==> config.mk <==
export PLATFORM = sky130hd
export DESIGN_NAME = i2c_arbiter
export DESIGN_NICKNAME = d
export VERILOG_FILES = /design/src/rtl/i2c_arb_pkg.sv /design/src/rtl/i2c_arb_datapath.sv /design/src/rtl/i2c_arb_control.sv /design/src/rtl/i2c_arbiter.sv
export SDC_FILE = /design/constraint.sdc
export NUM_CORES = 1
export LEC_CHECK = 0
export BUFFER_PORTS_ARGS = -buffer_cell sky130_fd_sc_hd__buf_2
export CORE_MARGIN = 3
export CORE_UTILIZATION = 55
export CTS_CLUSTER_DIAMETER = 100
export DETAILED_ROUTE_END_ITERATION = 8
export GPL_TIMING_DRIVEN = 0
export HOLD_SLACK_MARGIN = 0.1
export PLACE_DENSITY = 0.82
export SLEW_MARGIN = 20
export SYNTH_ARGS = -nofsm -noshare
export SYNTH_HDL_FRONTEND = slang
export SYNTH_HIERARCHICAL = 1
export SYNTH_SLANG_ARGS = --single-unit
==> constraint.sdc <==
create_clock -name clk -period 3.7 [get_ports clk]
set_clock_uncertainty 0.1 [all_clocks]
set_input_delay 0.185 -clock clk [delete_from_list [all_inputs] [get_ports clk]]
set_output_delay 0.185 -clock clk [all_outputs]
set_load 0.03 [all_outputs]
==> src/rtl/i2c_arb_pkg.sv <==
package i2c_arb_pkg;
  typedef enum logic [1:0] {
    MODE_MASTER = 2'd0,
    MODE_UNADDR = 2'd1,
    MODE_SLV_RX = 2'd2,
    MODE_SLV_TX = 2'd3
  } arbMode_t;

  typedef struct packed {
    logic clrFrame;
    logic stepBit;
  } dpStrobes_t;

  localparam logic [7:0] ST_NONE     = 8'hF8;
  localparam logic [7:0] ST_LOST     = 8'h38;
  localparam logic [7:0] ST_LOST_SRX = 8'h68;
  localparam logic [7:0] ST_LOST_GC  = 8'h78;
  localparam logic [7:0] ST_LOST_STX = 8'hB0;
endpackage

==> src/rtl/i2c_arb_datapath.sv <==
module i2c_arb_datapath
  import i2c_arb_pkg::*;
#(
  parameter int ADDR_W = 7
) (
  input  logic              clk,
  input  logic              rstN,
  input  dpStrobes_t        strobes,
  input  logic              sdaIn,
  input  logic [ADDR_W-1:0] ownAddr,
  input  logic              gcEnable,
  output logic              masterSlot,
  output logic              addrPhase,
  output logic              lastAddrBit,
  output logic              ownHit,
  output logic              gcHit
);
  localparam int RW_POS  = ADDR_W;
  localparam int ACK_POS = ADDR_W + 1;
  localparam int IDX_W   = $clog2(ACK_POS + 1);

  logic [IDX_W-1:0]  bitIdx;
  logic              inAddr;
  logic              active;
  logic [ADDR_W-1:0] shiftReg;

  always_ff @(posedge clk) begin
    if (!rstN) begin
      bitIdx   <= '0;
      inAddr   <= 1'b0;
      active   <= 1'b0;
      shiftReg <= '0;
    end else if (strobes.clrFrame) begin
      bitIdx   <= '0;
      inAddr   <= 1'b1;
      active   <= 1'b1;
      shiftReg <= '0;
    end else if (strobes.stepBit && active) begin
      shiftReg <= {shiftReg[ADDR_W-2:0], sdaIn};
      if (bitIdx == IDX_W'(ACK_POS)) begin
        bitIdx <= '0;
        inAddr <= 1'b0;
      end else begin
        bitIdx <= bitIdx + 1'b1;
      end
    end
  end

  always_comb begin
    masterSlot  = active && (bitIdx != IDX_W'(ACK_POS));
    addrPhase   = active && inAddr;
    lastAddrBit = addrPhase && (bitIdx == IDX_W'(RW_POS));
    ownHit      = (shiftReg == ownAddr);
    gcHit       = gcEnable && (shiftReg == '0);
  end
endmodule

==> src/rtl/i2c_arb_control.sv <==
module i2c_arb_control
  import i2c_arb_pkg::*;
(
  input  logic       clk,
  input  logic       rstN,
  input  logic       startGen,
  input  logic       sclRise,
  input  logic       sdaIn,
  input  logic       txBit,
  input  logic       masterSlot,
  input  logic       addrPhase,
  input  logic       lastAddrBit,
  input  logic       ownHit,
  input  logic       gcHit,
  output dpStrobes_t strobes,
  output logic       arbLost,
  output logic       statusValid,
  output logic [7:0] statusCode,
  output arbMode_t   modeOut
);
  logic mismatch;
  logic decideAddr;
  logic stepNow;

  always_comb begin
    strobes.clrFrame = startGen;
    strobes.stepBit  = sclRise && !startGen;
    stepNow          = sclRise && !startGen;
    mismatch         = stepNow && masterSlot && !arbLost && txBit && !sdaIn;
    decideAddr       = stepNow && lastAddrBit && (arbLost || mismatch) && !statusValid;
  end

  always_ff @(posedge clk) begin
    if (!rstN) begin
      arbLost     <= 1'b0;
      statusValid <= 1'b0;
      statusCode  <= ST_NONE;
      modeOut     <= MODE_UNADDR;
    end else if (startGen) begin
      arbLost     <= 1'b0;
      statusValid <= 1'b0;
      statusCode  <= ST_NONE;
      modeOut     <= MODE_MASTER;
    end else begin
      if (mismatch) begin
        arbLost <= 1'b1;
        if (!addrPhase) begin
          statusValid <= 1'b1;
          statusCode  <= ST_LOST;
          modeOut     <= MODE_UNADDR;
        end
      end
      if (decideAddr) begin
        statusValid <= 1'b1;
        if (ownHit) begin
          statusCode <= sdaIn ? ST_LOST_STX : ST_LOST_SRX;
          modeOut    <= sdaIn ? MODE_SLV_TX : MODE_SLV_RX;
        end else if (gcHit && !sdaIn) begin
          statusCode <= ST_LOST_GC;
          modeOut    <= MODE_SLV_RX;
        end else begin
          statusCode <= ST_LOST;
          modeOut    <= MODE_UNADDR;
        end
      end
    end
  end
endmodule

==> src/rtl/i2c_arbiter.sv <==
module i2c_arbiter
  import i2c_arb_pkg::*;
#(
  parameter int ADDR_W = 7
) (
  input  logic              clk,
  input  logic              rstN,
  input  logic              startGen,
  input  logic              sclRise,
  input  logic              sdaIn,
  input  logic              txBit,
  input  logic [ADDR_W-1:0] ownAddr,
  input  logic              gcEnable,
  output logic              sdaPullLow,
  output logic              arbLost,
  output logic              statusValid,
  output logic [7:0]        statusCode,
  output logic [1:0]        modeOut
);
  dpStrobes_t strobes;
  logic       masterSlot;
  logic       addrPhase;
  logic       lastAddrBit;
  logic       ownHit;
  logic       gcHit;
  arbMode_t   modeInt;

  i2c_arb_datapath #(.ADDR_W(ADDR_W)) u_dp (
    .clk(clk), .rstN(rstN), .strobes(strobes), .sdaIn(sdaIn),
    .ownAddr(ownAddr), .gcEnable(gcEnable), .masterSlot(masterSlot),
    .addrPhase(addrPhase), .lastAddrBit(lastAddrBit),
    .ownHit(ownHit), .gcHit(gcHit)
  );

  i2c_arb_control u_ctl (
    .clk(clk), .rstN(rstN), .startGen(startGen), .sclRise(sclRise),
    .sdaIn(sdaIn), .txBit(txBit), .masterSlot(masterSlot),
    .addrPhase(addrPhase), .lastAddrBit(lastAddrBit), .ownHit(ownHit),
    .gcHit(gcHit), .strobes(strobes), .arbLost(arbLost),
    .statusValid(statusValid), .statusCode(statusCode), .modeOut(modeInt)
  );

  assign modeOut    = modeInt;
  assign sdaPullLow = masterSlot && !arbLost && !txBit;
endmodule

==> impl_results.md, run 1 <==
* Total routed wirelength at ~2200 um
* Layout Nets at between 150 and 200
* Setup CP Type: reg2out
* # rows at 15
* RSZ-0062 raised after global routing: no
* Multi-input gate area at ~600 um^2
* Distinct cells, synth at 38
* Die W at between 50 and 60 um
* Dpl hpwl at between 1500 and 2000 um
* GRT Overall Usage at between 10% and 20%
* Tcrit/Tclk final at a little over half
* Cell leakage power at about 0.50 nW
* Core outline area at 1802 um^2
* Commonest non-fill, non-tap cell in the layout: buf_2
* Reg clk slew, reported paths at approximately 110 ps
* Die height at between 50 and 60 um
* Number of synthesized flops with an enable pin at 0
* CTS Buffer Depth at 2
* Routed Antenna Nets at 0
* Antenna diode count at 0
* Most frequent cells in the layout: 24 x buf_2, 21 x dfxtp_1, 20 x nand2_1
* Startpoint types: register
* Fmax achieved at ~500 MHz
* Seq. cell area at between 400 and 500 um^2
* Status: complete, no violations
* Area after DPL at around 1200 um^2
* Num CTS Buffers at 3
* Peak supply drop at ~0.00028 V
* Worst relative slew slack at 61.25%
* Seq cells post-synth at 21
* DIE AREA at roughly 2500 um^2
* Worst skew pair latency at 290 ps
* Type of the most critical hold path: in2reg
* Minimum hold slack at roughly 250 ps
* Max Fanout on Critical Path at 4
* Critical Path End Type: output pin
* Final instance area at between 1000 and 1500 um^2
* Post-CTS setup buffer count at 0
* CTS tree: yes
* CP required at 3410 ps
* Synthesis-to-layout area growth at 18.89%
* Largest net degree at the start of global routing at 12
* Ys async rst share at 0%
* First-pass GRT wire length at roughly 3700 um
* Clock root buffer master: clkbuf_4
* Period minus WS final at 1986 ps
* Via count at around 990
* Remaining DRCs at 0
* Vias per cell at 5.341
* Max-cap violations at 0
* Max Transition Viols Final at 0
* Sequential-to-total area share from yosys stat at roughly two fifths
* Final Power at slightly below 0.4 mW
* Final Hold Vio Count at 0
* YS warnings at 6
* Initial antenna violation count at 0
* # port buffers at 22
* Setup TNS at 0 ps
* H-tree depth at 1
* Util after Layout at roughly 72%
* DR pass1 iterations at 4
* Fillers at between 150 and 200
* Vias in the first global route at 896
* Initial core utilization at about three fifths
* Post-Syn Instances at about 130
* Final setup fails at 0
* IO Pins at 27
* Gr ovfl total at 0
* Layout cell share with drive strength beyond 1 at 23.13%
* Worst slew pin tran at 575.9 ps
* Clock tree sinks at 21
* Avg Cell Area, Syn at around 8.4 um^2
* Starting DRT DRC Count at 21
* Synthesized area at between 1000 and 1500 um^2
* Top FF cell, synth: dfxtp_1
* GP Congestion at 0.8008
* PwrDens at a little over 300 nW/um^2
* WL/cell at approximately 12 um
* Critical Path AT at ~1700 ps
==> per-layer routing <==
| layer | up-vias | GRT usage, % | wire length (um) |
|---|---|---|---|
| met5 | - | 0 | 0 |
| met4 | 0 | 11.66 | 44 |
| met3 | 4 | 4.154 | 134 |
| met2 | 32 | 31.09 | 1073 |
| met1 | 445 | 23.06 | 957 |
| li1 | 507 | - | - |
==> report_power, final <==
group / total (mW) / internal [mW] / switching, mW
Sequential: 0.231 / 0.229 / 0.00223
Combinational: 0.0533 / 0.0237 / 0.0297
Clock: 0.108 / 0.0420 / 0.0662
Total: 0.393 / 0.295 / 0.0981
==> what timing repair did <==
action	4_1_cts	5_1_grt
endpoints found under the hold margin	4	0
hold buffers	3	0
resized for setup	0	0
==> layout make-up <==
type | instances | share of cell area, %
Multi-Input combinational cell | 95 | 45.83
Inverter | 5 | 1.453
Sequential cell | 21 | 32.56
Timing Repair Buffer | 25 | 10.85
Tap cell | 25 | 2.422
Clock buffer | 4 | 2.035
Buffer | 10 | 4.845
==> cell families after synthesis <==
kind of cell,after synthesis,share of synthesized area (%)
AND/OR/NAND/NOR,54,28.57
AO/OA/AOI/OAI,28,16.59
flip-flops,21,38.71
buffers and inverters,15,7.489
XOR/XNOR,7,5.645
adder cells (fa/ha/maj),2,2.304
other,2,0.6915
==> metrics by stage <==
stage | std cells | setup WS, ps
floorplan | 131 | 1978
global placement | 178 | 1818
detailed placement | 178 | 1803
CTS | 185 | 1714
global route | 185 | 1558
finish | 185 | 1714
==> Yosys cell counts (2+ instances only) <==
library cell   n  area share (%)
clkbuf_1       2            0.69
dfxtp_1       21              39
nand2_1       20             6.9
conb_1         2            0.69
o21ai_0        2            0.92
xor2_1         3             2.4
nor2b_1        2             1.2
nor3_1         3             1.4
a31oi_1        2             1.2
a211o_1        2             1.6
buf_4          6             4.1
a21oi_1       14             6.5
nand3_1        3             1.4
nor2_1         8             2.8
xnor2_1        4             3.2
nand2b_1       2             1.2
and2_1         3             1.7
nor4_1         3             1.7
buf_2          2            0.92
inv_1          5             1.7
and4b_1        2             1.8
ha_1           2             2.3
==> final timing paths <==
| check | from | end | slack (ps) | cells after the start |
|---|---|---|---|---|
| max reg2reg | u_dp/bitIdx[0]$_SDFFE_PP0P_ | u_ctl/statusCode[6]$_SDFFE_PP1P_ | 1780 | 7 |
| min reg2reg | u_ctl/statusCode[7]$_SDFFE_PP1P_ | u_ctl/statusCode[7]$_SDFFE_PP1P_ | 370 | 1 |
| min | sclRise | u_ctl/arbLost$_SDFFE_PP0P_ | 250 | 4 |
| max | u_dp/bitIdx[0]$_SDFFE_PP0P_ | sdaPullLow | 1710 | 6 |
==> critical path, stage by stage (launching register included) <==
cell,delay (ps)
dfxtp_1,390
inv_1,70
ha_1,210
nand3b_1,160
and2_1,190
nor3b_2,170
buf_2,220
==> state kept, by name (all words and copies together) (netlist names) <==
name and cells:
u_ctl/statusValid 1, u_ctl/arbLost 1, u_dp/active 1, u_dp/inAddr 1
u_ctl/statusCode 4, u_dp/shiftReg 7, u_dp/bitIdx 4, u_ctl/modeOut 2
(Power assumes the default switching activity.)
==> run 2: changes to the inputs <==
Settings changed: CORE_UTILIZATION 55 to 51, PLACE_DENSITY 0.82 to 0.77.
Clock period 3.7 ns to 1.9 ns, I/O delays scaled along.
==> impl_results.md, run 2 (synthesis results as in run 1) <==
* Fillers at 178 (+14%)
* CP required at 1700 ps (-1710 ps)
* Commonest non-fill, non-tap cell in the layout: buf_2
* Routed Antenna Nets at 0 (unchanged)
* Critical Path End Type: output pin
* Initial antenna violation count at 0 (unchanged)
* Via count at 1,012 (+2.4%)
* CTS tree: yes
* DR pass1 iterations at 4 (unchanged)
* Final Power at 0.7842 mW (+100%)
* Biggest regs: u_dp/shiftReg x7, u_ctl/statusCode x4, u_dp/bitIdx x4
* Internal power at 0.5730 mW (+94%)
* Switch Pwr at 0.2112 mW (+120%)
* Seq pwr share at 57.6% (-1.3 points)
* PwrDens at 589.6 nW/um^2 (+94%)
* Fmax achieved at ~560 MHz
* Crit-path slowest cell: dfxtp_2
* Final Hold Vio Count at 0 (unchanged)
* Max-cap violations at 0 (unchanged)
* Antenna diode count at 0 (unchanged)
* Most frequent cells in the layout: 24 x buf_2, 20 x nand2_1, 20 x dfxtp_1
* Tcrit/Tclk final at a little over nine tenths
* Setup CP Type: reg2out
* Sw Ratio at 26.93% (+2.0 points)
* H-tree depth at 1 (unchanged)
* GRT Overall Usage at 18.14% (-1.1 points)
* Die height at 52.15 um (+3.4%)
* Largest net degree at the start of global routing at 13 (+1)
* # rows at 16 (+1)
* Fin cells at 189 (+2.2%)
* Largest reg by FF count: u_dp/shiftReg
* Minimum hold slack at 155.9 ps (-89.90 ps)
* Vias per cell at 5.354 (+0.26%)
* Critical Path AT at 1610 ps (-90 ps)
* Peak supply drop at 0.0003556 V (+28%)
* IO Pins at 27 (unchanged)
* Critical path, cell by cell: inv_1 -> ha_1 -> nand3b_1 -> and2_4 -> nor3b_2 -> buf_2
* Clk pwr share at 28.6% (+1.1 points)
* Dpl hpwl at 1653 um (+0.76%)
* Logic gate share of total power at 13.9% (+0.3 points)
* Reg clk slew, reported paths at 130 ps (+20 ps)
* GP Congestion at 0.7693 (-3.9%)
* Initial core utilization at 54.80% (-5.5 points)
* Seq. cell area at 421.7 um^2 (+0.30%)
* Max reg flops at 7 (unchanged)
* First-pass GRT wire length at 3753 um (+0.91%)
* Multi-input gate area at 610.6 um^2 (+3.2%)
* Starting DRT DRC Count at 15 (-29%)
* Die W at 52.15 um (+3.4%)
* Remaining DRCs at 0 (unchanged)
* Clock root buffer master: clkbuf_4
* DP Cell Count at 180 (+1.1%)
* Final setup fails at 0 (unchanged)
* Worst hold stages at 4 (unchanged)
* Type of the most critical hold path: in2reg
* Total routed wirelength at 2339 um (+5.9%)
* Gr ovfl total at 0 (unchanged)
* # port buffers at 22 (unchanged)
* Vias in the first global route at 920 (+2.7%)
* Worst skew pair latency at 310 ps (+20 ps)
* Layout Nets at 179 (+1.1%)
* R2R cell count at 7 (unchanged)
* RSZ-0062 raised after global routing: no
* Layout cell share with drive strength beyond 1 at 27.16% (+4.0 points)
* Num CTS Buffers at 3 (unchanged)
* Setup TNS at 0 ps (unchanged)
* Core outline area at 1982 um^2 (+10%)
* Max Fanout on Critical Path at 4 (unchanged)
* Synthesis-to-layout area growth at 22.47%
* Status: complete, no violations
* CP peak stage delay at 370 ps (-20 ps)
* Startpoint types: register
* Cell leakage power at 0.5164 nW (+3.1%)
* Period minus WS final at between 1500 and 2000 ps
* CTS Buffer Depth at 2 (unchanged)
* DIE AREA at 2719 um^2 (+6.9%)
* Max Transition Viols Final at 0 (unchanged)
* Clock tree sinks at 21 (unchanged)
* WL/cell at 12.38 um (+3.6%)
==> run 2: changes by cell type in the layout (fill, tap and decap cells not counted) <==
cell      previous run  this run
and3b_1              1         0
nor4_4               0         1
clkinv_2             0         1
and2_1               3         2
dfxtp_1             21        20
nor4_1               3         2
clkbuf_1             3         2
buf_4                6         8
and2_4               0         1
dfxtp_2              0         1
and3b_2              0         1
==> run 2: metrics by stage <==
stage / setup WS [ps] / utilization (%) / cell area (um^2)
floorplan: 178.5 / - / 1094
global placement: 39.27 / 62.44 / 1237
detailed placement: 5.833 / 62.44 / 1237
CTS: 13.36 / 65.40 / 1296
global route: 3.179 / 67.11 / 1330
finish: 99.60 / 67.11 / 1330
==> run 2: final cells by class <==
type                            count  share of cell area, %
Timing Repair Buffer               27                  11.67
Clock buffer                        3                  1.693
Multi-Input combinational cell     95                  45.91
Sequential cell                    21                  31.70
Inverter                            5                  1.411
Tap cell                           27                  2.540
Clock inverter                      1                 0.3763
Buffer                             10                  4.704
==> run 2: path summary, 6_finish.rpt <==
kind | from | end | slack [ps]
setup / recovery | u_dp/bitIdx[0]$_SDFFE_PP0P_ | sdaPullLow | 100
setup reg to reg | u_dp/bitIdx[0]$_SDFFE_PP0P_ | u_ctl/modeOut[0]$_SDFFE_PN1P_ | 100
hold reg to reg | u_ctl/statusCode[7]$_SDFFE_PP1P_ | u_ctl/statusCode[7]$_SDFFE_PP1P_ | 370
hold / removal | sclRise | u_ctl/arbLost$_SDFFE_PP0P_ | 160
==> run 2: what timing repair did <==
| item | 4_1_cts | 5_1_grt |
|---|---|---|
| hold buffers | 3 | 0 |
| setup endpoints to repair | 3 | 8 |
| gates resized for setup | 1 | 4 |
| setup buffers | 0 | 2 |
| hold endpoints to repair | 8 | 0 |
==> run 2: critical path, delay by kind of cell (launching register included) <==
family	cells	cell delay, ps
fa+ha+maj	1	210
buf+inv	2	280
flops	1	370
simple gates	3	460
==> run 2: layer usage <==
metal	part of all wire (%)	track usage, %
met1	45	21.91
met2	50	31.38
met3	4.9	2.579
met4	0.51	8.511
met5	0	0
==> run 2: power by group through the flow <==
stage	logic, mW	registers (mW)	clock network, mW
4_1_cts	0.104	0.451	0.225
6_report	0.109	0.451	0.224
5_1_grt	0.119	0.452	0.240
2_1_floorplan	0.0626	0.465	0
3_3_place_gp	0.0975	0.460	0
3_5_place_dp	0.0986	0.461	0
==> run 3: changes to the inputs <==
--- a/config.mk
+++ b/config.mk
@@ -7,5 +7,6 @@
 export LEC_CHECK = 0
+export ABC_AREA = 1
 export BUFFER_PORTS_ARGS = -buffer_cell sky130_fd_sc_hd__buf_2
 export CORE_MARGIN = 3
-export CORE_UTILIZATION = 51
+export CORE_UTILIZATION = 53
 export CTS_CLUSTER_DIAMETER = 100
@@ -14,3 +15,3 @@
 export HOLD_SLACK_MARGIN = 0.1
-export PLACE_DENSITY = 0.77
+export PLACE_DENSITY = 0.78
 export SLEW_MARGIN = 20
--- a/constraint.sdc
+++ b/constraint.sdc
@@ -4,2 +4,2 @@
 set_output_delay 0.095 -clock clk [all_outputs]
-set_load 0.03 [all_outputs]
+set_load 0.02 [all_outputs]
==> impl_results.md, run 3 <==
* Total routed wirelength at 2319 um (-0.86%)
* Util after Layout at 70.15% (+3.0 points)
* # port buffers at 22 (unchanged)
* Setup TNS at 0 ps (unchanged)
* RSZ-0062 raised after global routing: no
* WL/cell at 10.26 um (-17%)
* Die W at 54.03 um (+3.6%)
* Vias in the first global route at 1,025 (+11%)
* Antenna diode count at 0 (unchanged)
* YS warnings at 6 (unchanged)
* Dpl hpwl at 1856 um (+12%)
* Startpoint types: register
* Crit-path slowest cell: dfxtp_1
* Sequential-to-total area share from yosys stat at 34.39% (-4.3 points)
* Die height at 54.03 um (+3.6%)
* Commonest non-fill, non-tap cell in the layout: nand2_1
* Largest cells by area after synthesis: dfxtp_1 34%, nand2_1 11%, inv_1 9.2%
* Seq pwr share at 57.3% (-0.3 points)
* GP Congestion at 0.7433 (-3.4%)
* Layout cell share with drive strength beyond 1 at 29.65% (+2.5 points)
* Synth top area share at 34.39% (-4.3 points)
* Final setup fails at 0 (unchanged)
* Worst path buffer plus inverter count at 2 (unchanged)
* Max-cap violations at 0 (unchanged)
* Reg clk slew, reported paths at 110 ps (-20 ps)
* Ys async rst share at 0% (unchanged)
* Top cell type by total area after synthesis: dfxtp_1
* Sw Ratio at 26.72% (-0.21 points)
* Internal power at 0.5804 mW (+1.3%)
* CP top delay family: simple AND/OR/NAND/NOR gates
* Gr ovfl total at 0 (unchanged)
* Via count at 1,073 (+6.0%)
* Starting DRT DRC Count at 24 (+9)
* Seq cells post-synth at 21 (unchanged)
* Fmax achieved at 586.6 MHz (+5.6%)
* Post-CTS setup buffer count at 0 (unchanged)
* # rows at 16 (unchanged)
* CTS Buffer Depth at 2 (unchanged)
* Top-count cell post-synth: nand2_1
* Synth top cells by count: 35 x nand2_1, 30 x inv_1, 21 x dfxtp_1
* Clock tree sinks at 21 (unchanged)
* Tcrit/Tclk final at 89.73% (-5.0 points)
* Clock root buffer master: clkbuf_4
* Vias per cell at 4.748 (-11%)
* GRT Overall Usage at 18.05% (-0.098 points)
* CP required at 1990 ps (+290 ps)
* Max Fanout on Critical Path at 4 (unchanged)
* Initial core utilization at 59.28% (+4.5 points)
* Layout Nets at 216 (+21%)
* Place WS at 135.3 ps (+129.5 ps)
* Synthesized area at 1222 um^2 (+13%)
* Period minus WS final at 1705 ps (-95.57 ps)
* Fillers at 184 (+3.4%)
* Switch Pwr at 0.2117 mW (+0.23%)
* Critical Path End Type: register
* Number of synthesized flops with an enable pin at 0 (unchanged)
* Critical Path AT at 1790 ps (+180 ps)
* Setup CP Type: reg2reg
* First-pass GRT wire length at 3960 um (+5.5%)
* Remaining DRCs at 0 (unchanged)
* CP dominant cell by count: nand2_1
* Post-Syn Instances at 168 (+30%)
* Type of the most critical hold path: in2reg
* Logic gate share of total power at 15.6% (+1.7 points)
* IO Pins at 27 (unchanged)
* Final Hold Vio Count at 0 (unchanged)
* Distinct cells, synth at 28 (-26%)
* Status: complete, no violations
* Largest reg by FF count: u_dp/shiftReg
* Top FF cell, synth: dfxtp_1
* DR pass1 iterations at 4 (unchanged)
* Cell leakage power at 0.6982 nW (+35%)
* CP peak stage delay at 360 ps (about the same)
* Initial antenna violation count at 0 (unchanged)
* Clk pwr share at 27.0% (-1.6 points)
* Worst skew pair latency at 300 ps (about the same)
* Avg Cell Area, Syn at 7.276 um^2 (-14%)
* PnR worst setup slack at 195.2 ps (+95.57 ps)
* Synthesis-to-layout area growth at 18.32%
* Largest net degree at the start of global routing at 12 (-1)
* DIE AREA at 2919 um^2 (+7.3%)
* Biggest regs: u_dp/shiftReg x7, u_ctl/statusCode x4, u_dp/bitIdx x4
* Max Transition Viols Final at 0 (unchanged)
* Peak supply drop at 0.0003863 V (+8.6%)
* Minimum hold slack at 95.39 ps (-60.56 ps)
* Max reg flops at 7 (unchanged)
* Critical path, cell by cell: inv_1 -> nand2_1 -> nand2_1 -> nor2_1 -> nand2_1 -> nor2_1 -> inv_1 -> or2_2 -> o21ai_1 -> nand3_1
* Num CTS Buffers at 3 (unchanged)
* H-tree depth at 1 (unchanged)
* CTS tree: yes
* Most frequent cells in the layout: 35 x nand2_1, 29 x inv_1, 22 x buf_2
* Core outline area at 2062 um^2 (+4.0%)
* Routed Antenna Nets at 0 (unchanged)
* PwrDens at 547.6 nW/um^2 (-7.1%)
-- run 3: cell count changes in the layout (fill, tap and decap cells not counted), moves of 6 or more --
cell      before  now
nor2_2         0    6
inv_1          5   29
nand3_1        3   13
a211oi_2       0    6
a21oi_1       14    7
nand2_1       20   35
nor2_1         8   15
-- run 3: layer usage --
metal / global-route usage, % / up-vias / wire [um]
li1: - / 576 / -
met1: 20.88 / 467 / 1066
met2: 33.47 / 27 / 1117
met3: 2.493 / 3 / 120
met4: 6.224 / 0 / 14
met5: 0 / - / 0
-- run 3: final timing paths --
| check | from | cells after the start | endpoint | slack (ps) |
|---|---|---|---|---|
| worst min register to register | u_dp/inAddr$_SDFFE_PN0P_ | 2 | u_dp/inAddr$_SDFFE_PN0P_ | 370 |
| worst max register to register | u_dp/shiftReg[2]$_SDFFE_PP0P_ | 10 | u_ctl/statusCode[4]$_SDFFE_PP1P_ | 200 |
| worst max-delay path | u_dp/shiftReg[2]$_SDFFE_PP0P_ | 10 | u_ctl/statusCode[4]$_SDFFE_PP1P_ | 200 |
| worst min-delay path | txBit | 5 | u_ctl/arbLost$_SDFFE_PP0P_ | 100 |
-- run 3: area by class of cell --
class | count | area (um^2) | share of cell area (%)
timing repair buffer | 25 | 140.1 | 9.689
tap | 27 | 33.78 | 2.336
sequential | 21 | 422.9 | 29.24
multi-input combinational | 111 | 650.6 | 44.98
inverter | 31 | 116.4 | 8.045
clock buffer | 4 | 26.28 | 1.817
buffer | 7 | 56.30 | 3.893
-- run 3: worst reg2reg max path: stages (launching register included) --
cell and delay [ps]:
dfxtp_1 360, inv_1 90, nand2_1 80, nand2_1 60
nor2_1 120, nand2_1 70, nor2_1 150, inv_1 80
or2_2 270, o21ai_1 130, nand3_1 70
-- run 3: what timing repair did --
action | CTS | global route
endpoints found under the hold margin | 11 | 0
hold buffers | 3 | 0
gates resized for setup | 0 | 6
setup endpoints to repair | 0 | 7
-- run 3: power groups by stage --
stage	logic [mW]	clock network (mW)	registers [mW]
finish	0.124	0.214	0.454
global route	0.137	0.236	0.455
CTS	0.121	0.220	0.454
detailed placement	0.116	0	0.464
global placement	0.112	0	0.464
floorplan	0.0791	0	0.466
-- run 3: through the flow --
| stage | std cells | area [um^2] | power (mW) |
|---|---|---|---|
| finish | 226 | 1446 | 0.7921 |
| global route | 226 | 1446 | 0.8287 |
| CTS | 226 | 1430 | 0.7947 |
| detailed placement | 219 | 1374 | 0.5798 |
| global placement | 219 | 1374 | 0.5758 |
| floorplan | 170 | 1230 | 0.5451 |
-- run 3: kinds of logic (layout without fill, tap and decap cells) --
| group | count (synthesis) | after routing | share of synthesized area, % |
|---|---|---|---|
| xor+xnor | 4 | 4 | 2.866 |
| buf+inv | 38 | 67 | 14.12 |
| compound gates | 17 | 17 | 10.64 |
| simple gates | 84 | 84 | 35.31 |
| other cells | 2 | 4 | 0.6144 |
| flops | 21 | 21 | 34.39 |
| fa+ha+maj | 2 | 2 | 2.047 |
